`src/rtl/simd_add_pkg.sv`:
```
package simd_add_pkg;

  // Clamp a lane-width code to the widest legal code.
  function automatic int eff_lane_code(input int code, input int max_code);
    return (code > max_code) ? max_code : code;
  endfunction

  // Overflow rule. The signed rule compares the carry into and out of the top bit.
  // The unsigned rule is the carry-out for an add and a missing carry (a borrow) for a subtract.
  function automatic logic lane_ovf(input logic signed_mode, input logic is_sub,
                                    input logic c_into_msb, input logic c_out);
    return signed_mode ? (c_into_msb ^ c_out) : (c_out ^ is_sub);
  endfunction

endpackage

```
`src/rtl/lane_bound_dec.sv`:
```
module lane_bound_dec #(
  parameter int NSEG   = 8,
  parameter int LSEL_W = 2
) (
  input  logic [LSEL_W-1:0] lane_sel,
  output logic [NSEG-1:0]   lsb_mask,
  output logic [NSEG-1:0]   msb_mask
);
  import simd_add_pkg::*;

  localparam int MAXCODE = $clog2(NSEG);

  int code_eff;
  int span;

  always_comb begin
    code_eff = eff_lane_code(int'(lane_sel), MAXCODE);
    span     = 1 << code_eff;
    for (int s = 0; s < NSEG; s++) begin
      lsb_mask[s] = ((s & (span - 1)) == 0);
      msb_mask[s] = ((s & (span - 1)) == (span - 1));
    end
  end
endmodule

```
`src/rtl/simd_seg_chain.sv`:
```
module simd_seg_chain #(
  parameter int SEG_W = 8,
  parameter int NSEG  = 8
) (
  input  logic [SEG_W*NSEG-1:0] op_a,
  input  logic [SEG_W*NSEG-1:0] op_b,
  input  logic                  sub_en,
  input  logic [NSEG-1:0]       lsb_mask,
  output logic [SEG_W*NSEG-1:0] raw_sum,
  output logic [NSEG-1:0]       c_out,
  output logic [NSEG-1:0]       c_msb
);
  logic [SEG_W-1:0] a_seg;
  logic [SEG_W-1:0] b_seg;
  logic [SEG_W-1:0] low;
  logic [1:0]       top;
  logic             cin;
  logic             carry;

  // The segment's carry-in is either the lane injection (at a lane's low segment) or the carry from the segment below.
  always_comb begin
    carry = sub_en;
    for (int s = 0; s < NSEG; s++) begin
      a_seg = op_a[s*SEG_W +: SEG_W];
      b_seg = op_b[s*SEG_W +: SEG_W] ^ {SEG_W{sub_en}};
      cin   = lsb_mask[s] ? sub_en : carry;
      low   = {1'b0, a_seg[SEG_W-2:0]} + {1'b0, b_seg[SEG_W-2:0]}
            + {{(SEG_W-1){1'b0}}, cin};
      top   = {1'b0, a_seg[SEG_W-1]} + {1'b0, b_seg[SEG_W-1]} + {1'b0, low[SEG_W-1]};
      raw_sum[s*SEG_W +: SEG_W] = {top[0], low[SEG_W-2:0]};
      c_msb[s] = low[SEG_W-1];
      c_out[s] = top[1];
      carry    = top[1];
    end
  end
endmodule

```
`src/rtl/simd_lane_sat.sv`:
```
module simd_lane_sat #(
  parameter int SEG_W = 8,
  parameter int NSEG  = 8
) (
  input  logic [SEG_W*NSEG-1:0] raw_sum,
  input  logic [SEG_W*NSEG-1:0] op_a,
  input  logic [NSEG-1:0]       c_out,
  input  logic [NSEG-1:0]       c_msb,
  input  logic [NSEG-1:0]       msb_mask,
  input  logic                  sub_en,
  input  logic                  sat_en,
  input  logic                  signed_en,
  output logic [SEG_W*NSEG-1:0] lane_res,
  output logic [NSEG-1:0]       lane_flag
);
  import simd_add_pkg::*;

  logic ov;
  logic neg;

  // Walk from the top segment down. Each lane's top segment decides the lane's overflow
  // and clamp direction, and the segments below it in the lane take the same values.
  always_comb begin
    ov  = 1'b0;
    neg = 1'b0;
    for (int s = NSEG - 1; s >= 0; s--) begin
      if (msb_mask[s]) begin
        ov  = lane_ovf(signed_en, sub_en, c_msb[s], c_out[s]);
        neg = op_a[s*SEG_W + SEG_W - 1];
      end
      lane_flag[s] = msb_mask[s] & ov;
      if (sat_en && ov) begin
        if (signed_en)
          lane_res[s*SEG_W +: SEG_W] = msb_mask[s] ? {neg, {(SEG_W-1){~neg}}}
                                                   : {SEG_W{~neg}};
        else
          lane_res[s*SEG_W +: SEG_W] = {SEG_W{~sub_en}};
      end else begin
        lane_res[s*SEG_W +: SEG_W] = raw_sum[s*SEG_W +: SEG_W];
      end
    end
  end
endmodule

```
`src/rtl/simd_sat_adder.sv`:
```
module simd_sat_adder #(
  parameter int SEG_W  = 8,
  parameter int NSEG   = 8,
  parameter int LSEL_W = $clog2($clog2(NSEG) + 1)
) (
  input  logic                  clk,
  input  logic                  rst,
  input  logic [LSEL_W-1:0]     lane_sel,
  input  logic                  sub_en,
  input  logic                  sat_en,
  input  logic                  signed_en,
  input  logic [SEG_W*NSEG-1:0] op_a,
  input  logic [SEG_W*NSEG-1:0] op_b,
  output logic [SEG_W*NSEG-1:0] result,
  output logic [NSEG-1:0]       ovf_flags
);
  localparam int DATA_W  = SEG_W * NSEG;
  localparam int MAXCODE = $clog2(NSEG);

  logic [NSEG-1:0]   lsb_mask;
  logic [NSEG-1:0]   msb_mask;
  logic [DATA_W-1:0] raw_sum;
  logic [NSEG-1:0]   c_out;
  logic [NSEG-1:0]   c_msb;
  logic [DATA_W-1:0] lane_res;
  logic [NSEG-1:0]   lane_flag;

  lane_bound_dec #(.NSEG(NSEG), .LSEL_W(LSEL_W)) u_dec (
    .lane_sel (lane_sel),
    .lsb_mask (lsb_mask),
    .msb_mask (msb_mask)
  );

  simd_seg_chain #(.SEG_W(SEG_W), .NSEG(NSEG)) u_chain (
    .op_a     (op_a),
    .op_b     (op_b),
    .sub_en   (sub_en),
    .lsb_mask (lsb_mask),
    .raw_sum  (raw_sum),
    .c_out    (c_out),
    .c_msb    (c_msb)
  );

  simd_lane_sat #(.SEG_W(SEG_W), .NSEG(NSEG)) u_sat (
    .raw_sum   (raw_sum),
    .op_a      (op_a),
    .c_out     (c_out),
    .c_msb     (c_msb),
    .msb_mask  (msb_mask),
    .sub_en    (sub_en),
    .sat_en    (sat_en),
    .signed_en (signed_en),
    .lane_res  (lane_res),
    .lane_flag (lane_flag)
  );

  always_ff @(posedge clk) begin
    if (rst) begin
      result    <= '0;
      ovf_flags <= '0;
    end else begin
      result    <= lane_res;
      ovf_flags <= lane_flag;
    end
  end

  // the outputs are clear one edge after reset.
  p_reset_clear_r9: assert property (@(posedge clk)
    rst |=> (result == '0 && ovf_flags == '0));

  // a full-width wrapping add equals the plain modular sum of the inputs from the previous edge.
  p_wrap_full_r4: assert property (@(posedge clk) disable iff (rst)
    (!$past(rst) && !$past(sat_en) && !$past(sub_en) &&
     $past(lane_sel) >= LSEL_W'(MAXCODE))
    |-> result == $past(op_a) + $past(op_b));

  // with a single lane, only the top flag bit can be set.
  p_flag_top_only_r7: assert property (@(posedge clk) disable iff (rst)
    (!$past(rst) && $past(lane_sel) >= LSEL_W'(MAXCODE))
    |-> ovf_flags[NSEG-2:0] == '0);

  // an unsigned saturating add that overflows gives all ones.
  p_usat_add_r5: assert property (@(posedge clk) disable iff (rst)
    (!$past(rst) && $past(sat_en) && !$past(signed_en) && !$past(sub_en) &&
     $past(lane_sel) >= LSEL_W'(MAXCODE) && ovf_flags[NSEG-1])
    |-> result == {DATA_W{1'b1}});

  // an unsigned saturating subtract that borrows gives zero.
  p_usat_sub_r5: assert property (@(posedge clk) disable iff (rst)
    (!$past(rst) && $past(sat_en) && !$past(signed_en) && $past(sub_en) &&
     $past(lane_sel) >= LSEL_W'(MAXCODE) && ovf_flags[NSEG-1])
    |-> result == '0);

  // a signed clamp takes the sign of A and fills the bits below with its inverse.
  p_ssat_sign_r6: assert property (@(posedge clk) disable iff (rst)
    (!$past(rst) && $past(sat_en) && $past(signed_en) &&
     $past(lane_sel) >= LSEL_W'(MAXCODE) && ovf_flags[NSEG-1])
    |-> (result[DATA_W-1] == $past(op_a[DATA_W-1]) &&
         result[DATA_W-2] != $past(op_a[DATA_W-1])));
endmodule

```
`config.mk`:
```
export PLATFORM = sky130hd
export DESIGN_NAME = simd_sat_adder
export DESIGN_NICKNAME = d
export VERILOG_FILES = /design/src/rtl/simd_add_pkg.sv /design/src/rtl/lane_bound_dec.sv /design/src/rtl/simd_seg_chain.sv /design/src/rtl/simd_lane_sat.sv /design/src/rtl/simd_sat_adder.sv
export SDC_FILE = /design/constraint.sdc
export NUM_CORES = 1
export LEC_CHECK = 0
export ABC_AREA = 1
export BUFFER_PORTS_ARGS = -buffer_cell sky130_fd_sc_hd__buf_4
export CORE_MARGIN = 2
export CORE_UTILIZATION = 45
export DETAILED_ROUTE_END_ITERATION = 6
export MAX_ROUTING_LAYER = met4
export PLACE_DENSITY = 0.76
export SETUP_SLACK_MARGIN = 0.5
export SKIP_CTS_REPAIR_TIMING = 1
export SYNTH_ARGS = -nofsm -noshare
export SYNTH_HDL_FRONTEND = slang
export SYNTH_SLANG_ARGS = --single-unit
```
`constraint.sdc`:
```
create_clock -name clk -period 16.5 [get_ports clk]
set_input_delay 2.475 -clock clk [delete_from_list [all_inputs] [get_ports clk]]
set_output_delay 2.475 -clock clk [all_outputs]
set_load 0.02 [all_outputs]
```
# Word-level counts from Yosys, hierarchy flattened

Index checks and enable logic that the tools add are counted.
W data, S select, Z words.

Add/sub/neg operators: 33
Reduce and logical (&&, ||, !) cells: 23
Bitwise operators: 41
Shift operators: 1
Muxes and demuxes: 55

Operators with widths:

| kind                    | count |
|---|---|
| $logic_not A32 Y1       | 8 |
| $mux W8                 | 24 |
| $logic_not A31 Y1       | 3 |
| $logic_not A30 Y1       | 3 |
| $add A7 B7 Y8           | 8 |
| $add A8 B1 Y8           | 8 |
| $xor A8 B8 Y8           | 8 |
| $shl A1 B2 Y32 const A  | 1 |
| $sub A32 B2 Y32 const B | 1 |
| $mux W1                 | 31 |
| $logic_not A29 Y1       | 1 |
| $add A1 B1 Y2           | 8 |
| $add A2 B1 Y2           | 8 |
| $xor A1 B1 Y1           | 16 |
| $not A1 Y1              | 9 |
| $and A1 B1 Y1           | 8 |
| $logic_and A1 B1 Y1     | 8 |

Word-level logic and storage cells: 155
Output and inout port bits: 72
Input port bits: 135
Flip-flop bits (word level): 72

# Depth between registers and ports, before layout

Gate-level depths: netlist of run 1.

Word-level depth: 37
Gate-level depth with buffers: 77
Gate-level depth less buffers: 75

# Cells and area by module

From an unflattened synthesis of run 1, not the netlist that was laid out.

Cells, all modules: 1,092
Area total of the unflattened synthesis: 7,136.8 um^2

By module, submodules not included:

| module         | instances | area each (um^2) | cells each | seq. area each (um^2) |
|---|---|---|---|---|
| simd_seg_chain | 1         | 3,622.2          | 575        | 0.0 |
| simd_sat_adder | 1         | 2,072.0          | 224        | 1,441.4 |
| simd_lane_sat  | 1         | 1,313.8          | 269        | 0.0 |
| lane_bound_dec | 1         | 128.9            | 24         | 0.0 |

# Worst setup path before layout of run 1

No wires, ideal clock.

Path type: in2reg
Start point: input sub_en
End point: register result[10]
Setup time: 0.132 ns
Data required time: 16.368 ns
Slack: 0.785 ns
Path buffers: 2
Cell stages on the path: 74
Arrival: 15.582 ns
Cells stage by stage: buf_1 > buf_1 > xor2_1 > ha_1 > nand3_1 > and2_1 > o31a_1 > fa_1 > inv_1 > o21ai_0 > fa_1 > o21ai_1 > nand2_1 > nand2_1 > a21oi_1 > o21ai_1 > a21oi_1 > fa_1 > [38 not listed] > fa_1 > inv_1 > nand3_1 > nand2_1 > nand2_1 > nand2_1 > fa_1 > nand3_1 > nand3_1 > nand2_1 > nand3_1 > nand4_1 > nand3_1 > nand3_1 > nand3_2 > clkinv_1 > o21ai_2 > a21oi_1

Word-level cells in the longest chain between the ends: 36
Elaborated cells on any way between the ends: 79
Those cells by class: add/sub: 32; mux: 23; bitwise: 23; reduce/logical: 1

Ends and longest elaborated chain:

| what                 | line                 | source |
|---|---|---|
| start, declared      | simd_sat_adder.sv:9  | `input logic sub_en,` |
| $xor A8 B8 Y8        | simd_seg_chain.sv:25 | `b_seg = op_b[s*SEG_W +: SEG_W] ^ {SEG_W{sub_en}};` |
| $add A7 B7 Y8        | simd_seg_chain.sv:27 | `low = {1'b0, a_seg[SEG_W-2:0]} + {1'b0, b_seg[SEG_W-2:0]}` |
| $add A8 B1 Y8        | simd_seg_chain.sv:28 | `+ {{(SEG_W-1){1'b0}}, cin};` |
| $add A2 B1 Y2        | simd_seg_chain.sv:29 | `top = {1'b0, a_seg[SEG_W-1]} + {1'b0, b_seg[SEG_W-1]} + {1'b0, low[SEG_W-1]};` |
| $mux W1              | simd_seg_chain.sv:26 | `cin = lsb_mask[s] ? sub_en : carry;` |
| $add A8 B1 Y8        | simd_seg_chain.sv:28 |  |
| $add A2 B1 Y2        | simd_seg_chain.sv:29 |  |
| $mux W1              | simd_seg_chain.sv:26 |  |
| [14 not listed]      | n/a                  |  |
| $mux W1              | simd_seg_chain.sv:26 |  |
| $add A8 B1 Y8        | simd_seg_chain.sv:28 |  |
| $add A2 B1 Y2        | simd_seg_chain.sv:29 |  |
| $xor A1 B1 Y1        | simd_add_pkg.sv:12   | `return signed_mode ? (c_into_msb ^ c_out) : (c_out ^ is_sub);` |
| $mux W1              | simd_add_pkg.sv:12   |  |
| $mux W1 (7 in a row) | simd_lane_sat.sv:27  | `if (msb_mask[s]) begin` |
| $logic_and A1 B1 Y1  | simd_lane_sat.sv:32  | `if (sat_en && ov) begin` |
| $mux W8 *            | simd_lane_sat.sv:32  |  |
| end signal, assigned | simd_sat_adder.sv:62 | `result <= lane_res;` |
| end, declared        | simd_sat_adder.sv:14 | `output logic [SEG_W*NSEG-1:0] result,` |

Mark *: on every way between the ends. The rest lies on a longest branch, timed or not.
A chain may end at the register's enable or synchronous reset.

# Worst setup path after layout of run 1

Start point: input sub_en
End point: register result[14]

Same word-level chain as after synthesis.

==> flow_metrics.py, run 1 <==
metrics = {
    "run_status": {
        "status": "finished, final reports clean",
    },
    "placement": {
        "routabilityCongestion": 0.8870,
        "dp.final_hpwl_um": 12780,
        "dpl.cell_count": 1144,
        "io_buffers": 206,
    },
    "synthesis": {
        "number_of_enable_type_register_cells_in_the_synthesized_netlist": 0,
        "ys_ff_latch": 72,
        "synth_common_cells": "sky130_fd_sc_hd__nand2_1 (150), sky130_fd_sc_hd__a21oi_1 (109), sky130_fd_sc_hd__inv_1 (86)",
        "synthCells": 784,
        "postSynth.asyncResetShare": 0,
        "yosys_warnings": 0,
        "post_syn_nets": 992,
        "ys.flop_type": "sky130_fd_sc_hd__dfxtp_1",
        "ys_seq_area_frac": 0.2458,
        "yosysMostFrequentCell": "sky130_fd_sc_hd__nand2_1",
        "synth.area.top_cells": "sky130_fd_sc_hd__dfxtp_1 (25%), sky130_fd_sc_hd__ha_1 (11%), sky130_fd_sc_hd__xor2_1 (10%)",
        "synth_area_um2": 5863,
        "mean_post_synth_cell_area_um2": 7.478,
        "netlist.area_leader.share": 0.2458,
        "post_synth_num_cell_types": 39,
        "synth_top_cell_by_area": "sky130_fd_sc_hd__dfxtp_1",
    },
    "setup_path": {
        "path_depth": 73,
        "critical-path-slowest-cell": "sky130_fd_sc_hd__fa_2",
        "cp.arrival_ns": 15.47,
        "path_max_fanout": 10,
        "critPathRequiredTime_ns": 16.69,
        "criticalPathCategory": "in -> reg",
        "most_common_cell_type_on_the_critical_path": "sky130_fd_sc_hd__fa_2",
        "start_kind": "primary input",
        "crit_path_end_kind": "flip-flop",
        "worst_path_largest_cell_delay_ns": 0.45,
        "critical_path.top_delay_family": "adder cells",
        "timing.critical_path.buf_inv": 9,
    },
    "hold_path": {
        "holdCritPathClass": "in -> reg",
        "hold_depth": 4,
    },
    "routing": {
        "route.vias.total": 5822,
        "dr.first_iter.drc_count": 259,
        "routed_via_density": 4.993,
        "drt-wirelength-per-cell_um": 14.22,
        "dr.pass1.iters": 5,
        "drt_drc_violations_left": 0,
        "antenna_violating_nets_post_route": 0,
        "totalWireLength_um": 16580,
    },
    "global_routing": {
        "initial_antenna_violation_count": 0,
        "grt_start_max_net_pins": 66,
        "first_global_vias": 5619,
        "first_pass_grt_wire_length_um": 26210,
        "grt.total_usage": 0.2379,
        "overflow": 0,
    },
    "layout": {
        "final-instance-count-excl-fill": 1166,
        "syn_to_final_growth_pct": 37.47,
        "filler_cell_count": 1126,
        "num_antenna_cells": 0,
        "final_layout_size_suffix_gt1_frac": 0.2907,
        "final-seq-area_um2": 1441,
        "multi_input_comb_area_um2": 4136,
        "final_nets": 1197,
    },
    "power": {
        "leakagePower_nw": 4.135,
        "peakVddDrop_mv": 0.04821,
        "seq_power_share": 0.272,
        "internal_power_w": 0.0004985,
        "power.density_cell_area_nw_per_um2": 97.98,
        "switchingPower_w": 0.0002912,
        "power.clock.fraction": 0.264,
        "swShare": 0.3687,
        "share_comb_of_total_power": 0.464,
        "finalPower_w": 0.0007897,
    },
    "sta": {
        "final-max-slew-violation-count": 0,
        "timing_worst_slew_pin_value_ns": 0.7514,
        "period_needed_ns": 15.28,
        "max_freq_mhz": 65.44,
        "finalHoldViolCount": 0,
        "timing.final.crit_share": 0.9261,
        "total_negative_slack_for_setup_checks_ns": 0,
        "slew_headroom": 0.4990,
        "rsz0062_at_grt": "true",
        "setup_viol": 0,
    },
    "die": {
        "placeableCoreArea_um2": 12670,
        "die_area_um2": 13960,
        "start_util": 0.4627,
        "ioPinCount": 207,
        "floorplan.die.height_um": 118.1,
        "number_of_placement_rows": 41,
        "die_width_um": 118.1,
    },
    "cts": {
        "path_clk_slew_ns": 0.05,
        "tritoncts": "done",
        "clock_tree_buffer_depth": 2,
        "root_buffer": "sky130_fd_sc_hd__clkbuf_16",
        "tritoncts_num_sinks": 72,
        "htree_num_levels": 3,
        "numCtsBuffers": 9,
    },
    "flow_run": {
        "cap_viol_max_count": 0,
    },
}
## per-stage QoR
step | area, um2 | worst slack (ns) | util | hold slack [ns]
floorplan | 5863 | 0.7853 | - | 2.673
global placement | 7565 | 0.4303 | 0.5970 | 2.813
detailed placement | 7565 | 0.04190 | 0.5970 | 2.809
CTS | 7884 | 0.3285 | 0.6222 | 2.455
global route | 8060 | 0.3797 | 0.6361 | 2.480
finish | 8060 | 1.219 | 0.6361 | 2.472
## flip-flops by register name, summed over array words and instances, names as in the netlist
| register | count |
|---|---|
| ovf_flags | 8 |
| result | 64 |
## area by class of cell
| type | count | share of cell area |
|---|---|---|
| multi-input combinational | 602 | 0.5132 |
| timing repair buffer | 215 | 0.2002 |
| sequential | 72 | 0.1788 |
| inverter | 89 | 0.04145 |
| clock buffer | 14 | 0.03524 |
| tap | 172 | 0.02670 |
| clock inverter | 2 | 0.004346 |
## cells by family after synthesis
logic type,Yosys count,synth area share
xor gates and xnor gates,95,0.1419
adders and majority gates,73,0.1852
and+or+nand+nor,259,0.1961
DFF,72,0.2458
AOI/OAI and AO/OA,175,0.1598
buffers and inverters,110,0.07106
## worst min-delay path: cells and delay by family
kind,cells,cell delay (ns)
AND/OR/NAND/NOR,1,0.09
buffers and inverters,1,0.09
XOR/XNOR,1,0.06
AO/OA/AOI/OAI,1,0.06
## routing by layer
layer  share of wire  global-route usage  vias up
met1            0.42              0.2763     2613
met4           0.029             0.09413        0
met3           0.061             0.05068       35
met2            0.49              0.4010      189
li1                -                   -     2985
met5               0                   -        -
## final timing paths
kind / from / endpoint / slack (ns)
worst max-delay path: sub_en / result[14] / 1.22
worst min-delay path: op_a[0] / result[0] / 2.47
## power by group through the flow
stage                     combinational, W  clock [W]  sequential [W]
after floorplan                   0.000190          0        0.000258
after global placement            0.000346          0        0.000218
after detailed placement          0.000350          0        0.000218
after CTS                         0.000352   0.000211        0.000215
after global routing              0.000406   0.000219        0.000218
final                             0.000367   0.000209        0.000215
## cells in the final DEF (no fill, tap or decap), types with 6 or more instances in the layout
cell type	Yosys	layout
sky130_fd_sc_hd__a31oi_1	6	6
sky130_fd_sc_hd__xnor2_1	28	28
sky130_fd_sc_hd__or2_2	9	9
sky130_fd_sc_hd__o21ai_2	4	8
sky130_fd_sc_hd__a21oi_2	1	10
sky130_fd_sc_hd__nand3_1	42	37
sky130_fd_sc_hd__buf_4	0	215
sky130_fd_sc_hd__nand2_1	150	147
sky130_fd_sc_hd__inv_1	86	85
sky130_fd_sc_hd__fa_2	0	9
sky130_fd_sc_hd__xor2_1	67	67
sky130_fd_sc_hd__nand3_2	2	6
sky130_fd_sc_hd__nand2_2	4	7
sky130_fd_sc_hd__clkbuf_16	0	9
sky130_fd_sc_hd__fa_1	23	14
sky130_fd_sc_hd__a21oi_1	109	100
sky130_fd_sc_hd__o21ai_1	8	10
sky130_fd_sc_hd__dfxtp_1	72	72
sky130_fd_sc_hd__ha_1	50	50
sky130_fd_sc_hd__o21ai_0	36	29
sky130_fd_sc_hd__nor2_1	32	32
No activity file was read; power rests on OpenSTA's default activity.
==> inputs of run 2 (changes only) <==
- PLACE_DENSITY: 0.76 -> unset
- PLACE_DENSITY_LB_ADDON: unset -> 0.25
==> run 2 against run 1 <==
Against the previous run:
- final cell count is 0.34% higher
- routed wire length grew 2.1%
- critical path type unchanged
- clock power is essentially flat
- design area increased by 0.64%
- worst hold slack improved by 0.0088 ns
- power rose by 0.95%
==> flow_metrics.py, run 2 (same netlist as run 1, synthesis figures left out) <==
metrics = {
    "placement": {
        "routabilityCongestion": 0.9572,
        "io_buffers": 206,
        "preCtsSetupSlack_ns": -0.04879,
        "dp.final_hpwl_um": 13000,
        "dpl.cell_count": 1144,
    },
    "layout": {
        "largest_register_ffs": 64,
        "final_common_cell": "sky130_fd_sc_hd__buf_4",
        "filler_cell_count": 1118,
        "num_antenna_cells": 0,
        "top_register": "result",
        "final_nets": 1201,
        "layout.core_utilization": 0.6402,
        "final_layout_size_suffix_gt1_frac": 0.2926,
        "syn_to_final_growth_pct": 38.35,
        "top_regs": "result: 64 flops, ovf_flags: 8 flops",
        "commonest_cells_after_routing_fill_and_taps_aside": "sky130_fd_sc_hd__buf_4 (219), sky130_fd_sc_hd__nand2_1 (148), sky130_fd_sc_hd__a21oi_1 (106), sky130_fd_sc_hd__inv_1 (85), sky130_fd_sc_hd__dfxtp_1 (72)",
        "final-instance-count-excl-fill": 1170,
    },
    "routing": {
        "routed_via_density": 5.098,
        "drt-wirelength-per-cell_um": 14.46,
        "antenna_violating_nets_post_route": 0,
        "drt_drc_violations_left": 0,
        "totalWireLength_um": 16920,
        "route.vias.total": 5965,
        "dr.pass1.iters": 5,
        "dr.first_iter.drc_count": 375,
    },
    "cts": {
        "tritoncts_num_sinks": 72,
        "path_clk_slew_ns": 0.06,
        "numCtsBuffers": 9,
        "tritoncts": "done",
        "root_buffer": "sky130_fd_sc_hd__clkbuf_16",
        "clock_tree_buffer_depth": 2,
        "htree_num_levels": 3,
    },
    "sta": {
        "rsz0062_at_grt": "false",
        "layout_setup_ws_ns": 1.266,
        "total_negative_slack_for_setup_checks_ns": 0,
        "final-max-slew-violation-count": 0,
        "period_needed_ns": 15.23,
        "slew_headroom": 0.5157,
        "setup_viol": 0,
        "timing.final.crit_share": 0.9233,
        "max_freq_mhz": 65.64,
        "finalHoldViolCount": 0,
        "timing_worst_slew_pin_value_ns": 0.7265,
    },
    "setup_path": {
        "worst_path_largest_cell_delay_ns": 0.45,
        "timing.critical_path.to": "result[15]",
        "critPathRequiredTime_ns": 16.72,
        "path_max_fanout": 8,
        "worstSetupStartpoint": "sub_en",
        "start_kind": "primary input",
        "crit_path_end_kind": "flip-flop",
        "cp.arrival_ns": 15.45,
        "most_common_cell_type_on_the_critical_path": "sky130_fd_sc_hd__fa_2",
        "critical-path-slowest-cell": "sky130_fd_sc_hd__fa_2",
        "criticalPathCategory": "in -> reg",
    },
    "die": {
        "number_of_placement_rows": 41,
        "floorplan.die.height_um": 118.1,
        "start_util": 0.4627,
        "ioPinCount": 207,
        "die_width_um": 118.1,
        "die_area_um2": 13960,
        "placeableCoreArea_um2": 12670,
    },
    "global_routing": {
        "grt_start_max_net_pins": 66,
        "overflow": 0,
        "grt.total_usage": 0.2421,
        "initial_antenna_violation_count": 0,
        "first_pass_grt_wire_length_um": 26820,
        "first_global_vias": 5594,
    },
    "power": {
        "leakagePower_nw": 4.151,
        "power.density_cell_area_nw_per_um2": 98.28,
        "finalPower_w": 0.0007972,
        "peakVddDrop_mv": 0.04732,
    },
    "flow_run": {
        "cap_viol_max_count": 0,
    },
    "hold_path": {
        "holdCritPathClass": "in -> reg",
    },
    "run_status": {
        "status": "finished, final reports clean",
    },
}
[run 2: how the worst min path moves through the flow]
stage,cells after the start,from,slack (ns),to
floorplan,2,op_a[63],2.67,result[63]
global placement,3,op_a[63],2.82,result[63]
detailed placement,4,op_a[0],2.83,result[0]
CTS,3,op_a[63],2.48,result[63]
global route,3,op_a[63],2.49,result[63]
finish,4,op_a[0],2.48,result[0]
[run 2: worst max-delay path: cells and delay by family]
| family | cells | cell delay (ns) |
|---|---|---|
| buffers and inverters | 10 | 0.93 |
| adder cells (fa/ha/maj) | 16 | 6.28 |
| AO/OA/AOI/OAI | 24 | 3.18 |
| AND/OR/NAND/NOR | 23 | 2.37 |
| XOR/XNOR | 1 | 0.19 |
[run 2: report_power, final]
group	internal, W	leakage [nW]	switching (W)
Sequential	0.000206	0.598	0.0000101
Combinational	0.000162	3.40	0.000210
Clock	0.000136	0.154	0.0000730
[run 2: stage by stage]
stage	hold slack (ns)	cell area [um2]
4_1_cts	2.477	7880
6_report	2.481	8112
3_3_place_gp	2.820	7565
2_1_floorplan	2.673	5863
5_1_grt	2.487	8112
3_5_place_dp	2.827	7565
[run 2: layout make-up]
type | count | area [um2] | share of cell area
Clock buffer | 13 | 250.2 | 0.03085
Clock inverter | 3 | 65.06 | 0.008021
Inverter | 89 | 334.1 | 0.04118
Multi-Input combinational cell | 602 | 4161 | 0.5130
Sequential cell | 72 | 1441 | 0.1777
Tap cell | 172 | 215.2 | 0.02653
Timing Repair Buffer | 219 | 1644 | 0.2027
[run 2: per-layer routing]
layer | wire length, um | GRT usage | share of wire | vias to the layer above
met2 | 8168 | 0.3992 | 0.48 | 227
met4 | 295 | 0.06401 | 0.017 | 0
met5 | 0 | - | 0 | -
met1 | 7175 | 0.3007 | 0.42 | 2730
met3 | 1281 | 0.05212 | 0.076 | 22
li1 | - | - | - | 2986
==> inputs of run 3 (changes only) <==
- CORE_ASPECT_RATIO: unset -> 1.25
==> run 3 against run 2 <==
Against the previous run:
- power up 2.6%
- design area up 0.60%
- final cell count down 0.51%
- non-clock buffer count down 2
- routed wire length down 1.8%
- first-iteration DRC count down 29%
- die area about the same
- combinational power about the same
- fmax down 0.78%
- global-route usage down 0.30 points
- worst setup slack worse by 0.12 ns
==> flow_metrics.py, run 3 (same netlist as run 1, synthesis figures left out) <==
metrics = {
    "run_status": {
        "status": "finished, final reports clean",
    },
    "placement": {
        "dpl.cell_count": 1140,
        "dpl-instance-area_um2": 7560,
        "routabilityCongestion": 0.8543,
        "io_buffers": 206,
        "dp.final_hpwl_um": 12820,
    },
    "layout": {
        "num_antenna_cells": 0,
        "top_register": "result",
        "finish.instance_area_um2": 8160,
        "layout.core_utilization": 0.6416,
        "top_regs": "result: 64 flops, ovf_flags: 8 flops",
        "largest_register_ffs": 64,
        "final-instance-count-excl-fill": 1164,
        "final_layout_size_suffix_gt1_frac": 0.3012,
        "final_common_cell": "sky130_fd_sc_hd__buf_4",
        "filler_cell_count": 1176,
        "syn_to_final_growth_pct": 39.18,
        "final_nets": 1199,
        "commonest_cells_after_routing_fill_and_taps_aside": "sky130_fd_sc_hd__buf_4 (217), sky130_fd_sc_hd__nand2_1 (147), sky130_fd_sc_hd__a21oi_1 (100), sky130_fd_sc_hd__inv_1 (86), sky130_fd_sc_hd__dfxtp_1 (72)",
    },
    "die": {
        "die_width_um": 106.1,
        "die_area_um2": 13960,
        "floorplan.die.height_um": 131.6,
        "start_util": 0.4609,
        "number_of_placement_rows": 46,
        "placeableCoreArea_um2": 12720,
        "ioPinCount": 207,
    },
    "routing": {
        "drt_drc_violations_left": 0,
        "antenna_violating_nets_post_route": 0,
        "dr.first_iter.drc_count": 265,
        "route.vias.total": 5901,
        "totalWireLength_um": 16620,
        "routed_via_density": 5.070,
        "drt-wirelength-per-cell_um": 14.27,
        "dr.pass1.iters": 5,
    },
    "global_routing": {
        "grt_start_max_net_pins": 66,
        "grt.total_usage": 0.2391,
        "initial_antenna_violation_count": 0,
        "groute.layer.met1.usage": 0.2773,
        "grt.met3_usage": 0.04117,
        "busiest_layer": "met2",
        "first_pass_grt_wire_length_um": 26220,
        "met2_track_demand_over_resource": 0.4176,
        "overflow": 0,
        "first_global_vias": 5673,
    },
    "setup_path": {
        "cp.arrival_ns": 15.62,
        "path_max_fanout": 9,
        "critical-path-slowest-cell": "sky130_fd_sc_hd__fa_2",
        "start_kind": "primary input",
        "worst_path_largest_cell_delay_ns": 0.45,
        "criticalPathCategory": "in -> reg",
        "most_common_cell_type_on_the_critical_path": "sky130_fd_sc_hd__fa_2",
        "worstSetupStartpoint": "sub_en",
        "critPathRequiredTime_ns": 16.76,
        "crit_path_end_kind": "flip-flop",
    },
    "power": {
        "power.density_cell_area_nw_per_um2": 100.3,
        "peakVddDrop_mv": 0.05411,
        "finalPower_w": 0.0008184,
        "leakagePower_nw": 4.166,
    },
    "flow_run": {
        "cap_viol_max_count": 0,
    },
    "cts": {
        "numCtsBuffers": 9,
        "path_clk_slew_ns": 0.05,
        "tritoncts": "done",
        "tritoncts_num_sinks": 72,
        "root_buffer": "sky130_fd_sc_hd__clkbuf_16",
        "clock_tree_buffer_depth": 2,
        "htree_num_levels": 3,
    },
    "sta": {
        "total_negative_slack_for_setup_checks_ns": 0,
        "slew_headroom": 0.5155,
        "timing_worst_slew_pin_value_ns": 0.7267,
        "rsz0062_at_grt": "false",
        "setup_viol": 0,
        "timing.final.crit_share": 0.9305,
        "period_needed_ns": 15.35,
        "max_freq_mhz": 65.13,
        "final-max-slew-violation-count": 0,
        "finalHoldViolCount": 0,
    },
    "hold_path": {
        "hold_path.startpoint": "op_a[0]",
        "holdCritPathClass": "in -> reg",
    },
}
## run 3: cell types whose count changed in the layout (fill, tap and decap cells not counted), moves of 2 or more
cell,before,now
sky130_fd_sc_hd__a21oi_1,106,100
sky130_fd_sc_hd__nand3_2,6,8
sky130_fd_sc_hd__clkbuf_1,3,0
sky130_fd_sc_hd__a21oi_2,4,10
sky130_fd_sc_hd__buf_4,219,217
sky130_fd_sc_hd__nand3_1,37,35
## run 3: layout make-up
| cell class | instances | area, um2 | area share |
|---|---|---|---|
| multi-input combinational | 602 | 4190 | 0.5135 |
| clock buffer | 11 | 252.7 | 0.03097 |
| clock inverter | 5 | 102.6 | 0.01257 |
| inverter | 89 | 334.1 | 0.04094 |
| tap | 168 | 210.2 | 0.02576 |
| sequential | 72 | 1441 | 0.1766 |
| timing repair buffer | 217 | 1629 | 0.1996 |
## run 3: final timing paths
path	depth (start not counted)	slack, ns	end
worst min-delay path	4	2.49	result[0]
worst max-delay path	72	1.15	result[0]
## run 3: stage by stage
stage	hold slack, ns	worst slack, ns
after detailed placement	2.824	-0.1287
after global routing	2.504	0.3766
after global placement	2.809	0.3113
final	2.486	1.146
after floorplan	2.673	0.7853
after CTS	2.486	0.1680
## run 3: power breakdown
| group | leakage (nW) | switching, W | total [W] | internal, W |
|---|---|---|---|---|
| Clock | 0.172 | 0.0000763 | 0.000232 | 0.000156 |
| Sequential | 0.598 | 0.00000961 | 0.000215 | 0.000206 |
| Combinational | 3.40 | 0.000209 | 0.000371 | 0.000162 |
| Total | 4.17 | 0.000295 | 0.000818 | 0.000523 |
## run 3: critical path, delay by kind of cell
kind,cells,cell delay [ns]
fa+ha+maj,16,6.27
compound gates,23,3.25
simple gates,23,2.64
buf+inv,9,0.81
xor+xnor,1,0.18
## run 3: metal layers
layer,vias up,share of wire
met3,30,0.060
met2,193,0.51
li1,2981,-
met1,2697,0.41
met5,-,0
met4,0,0.020
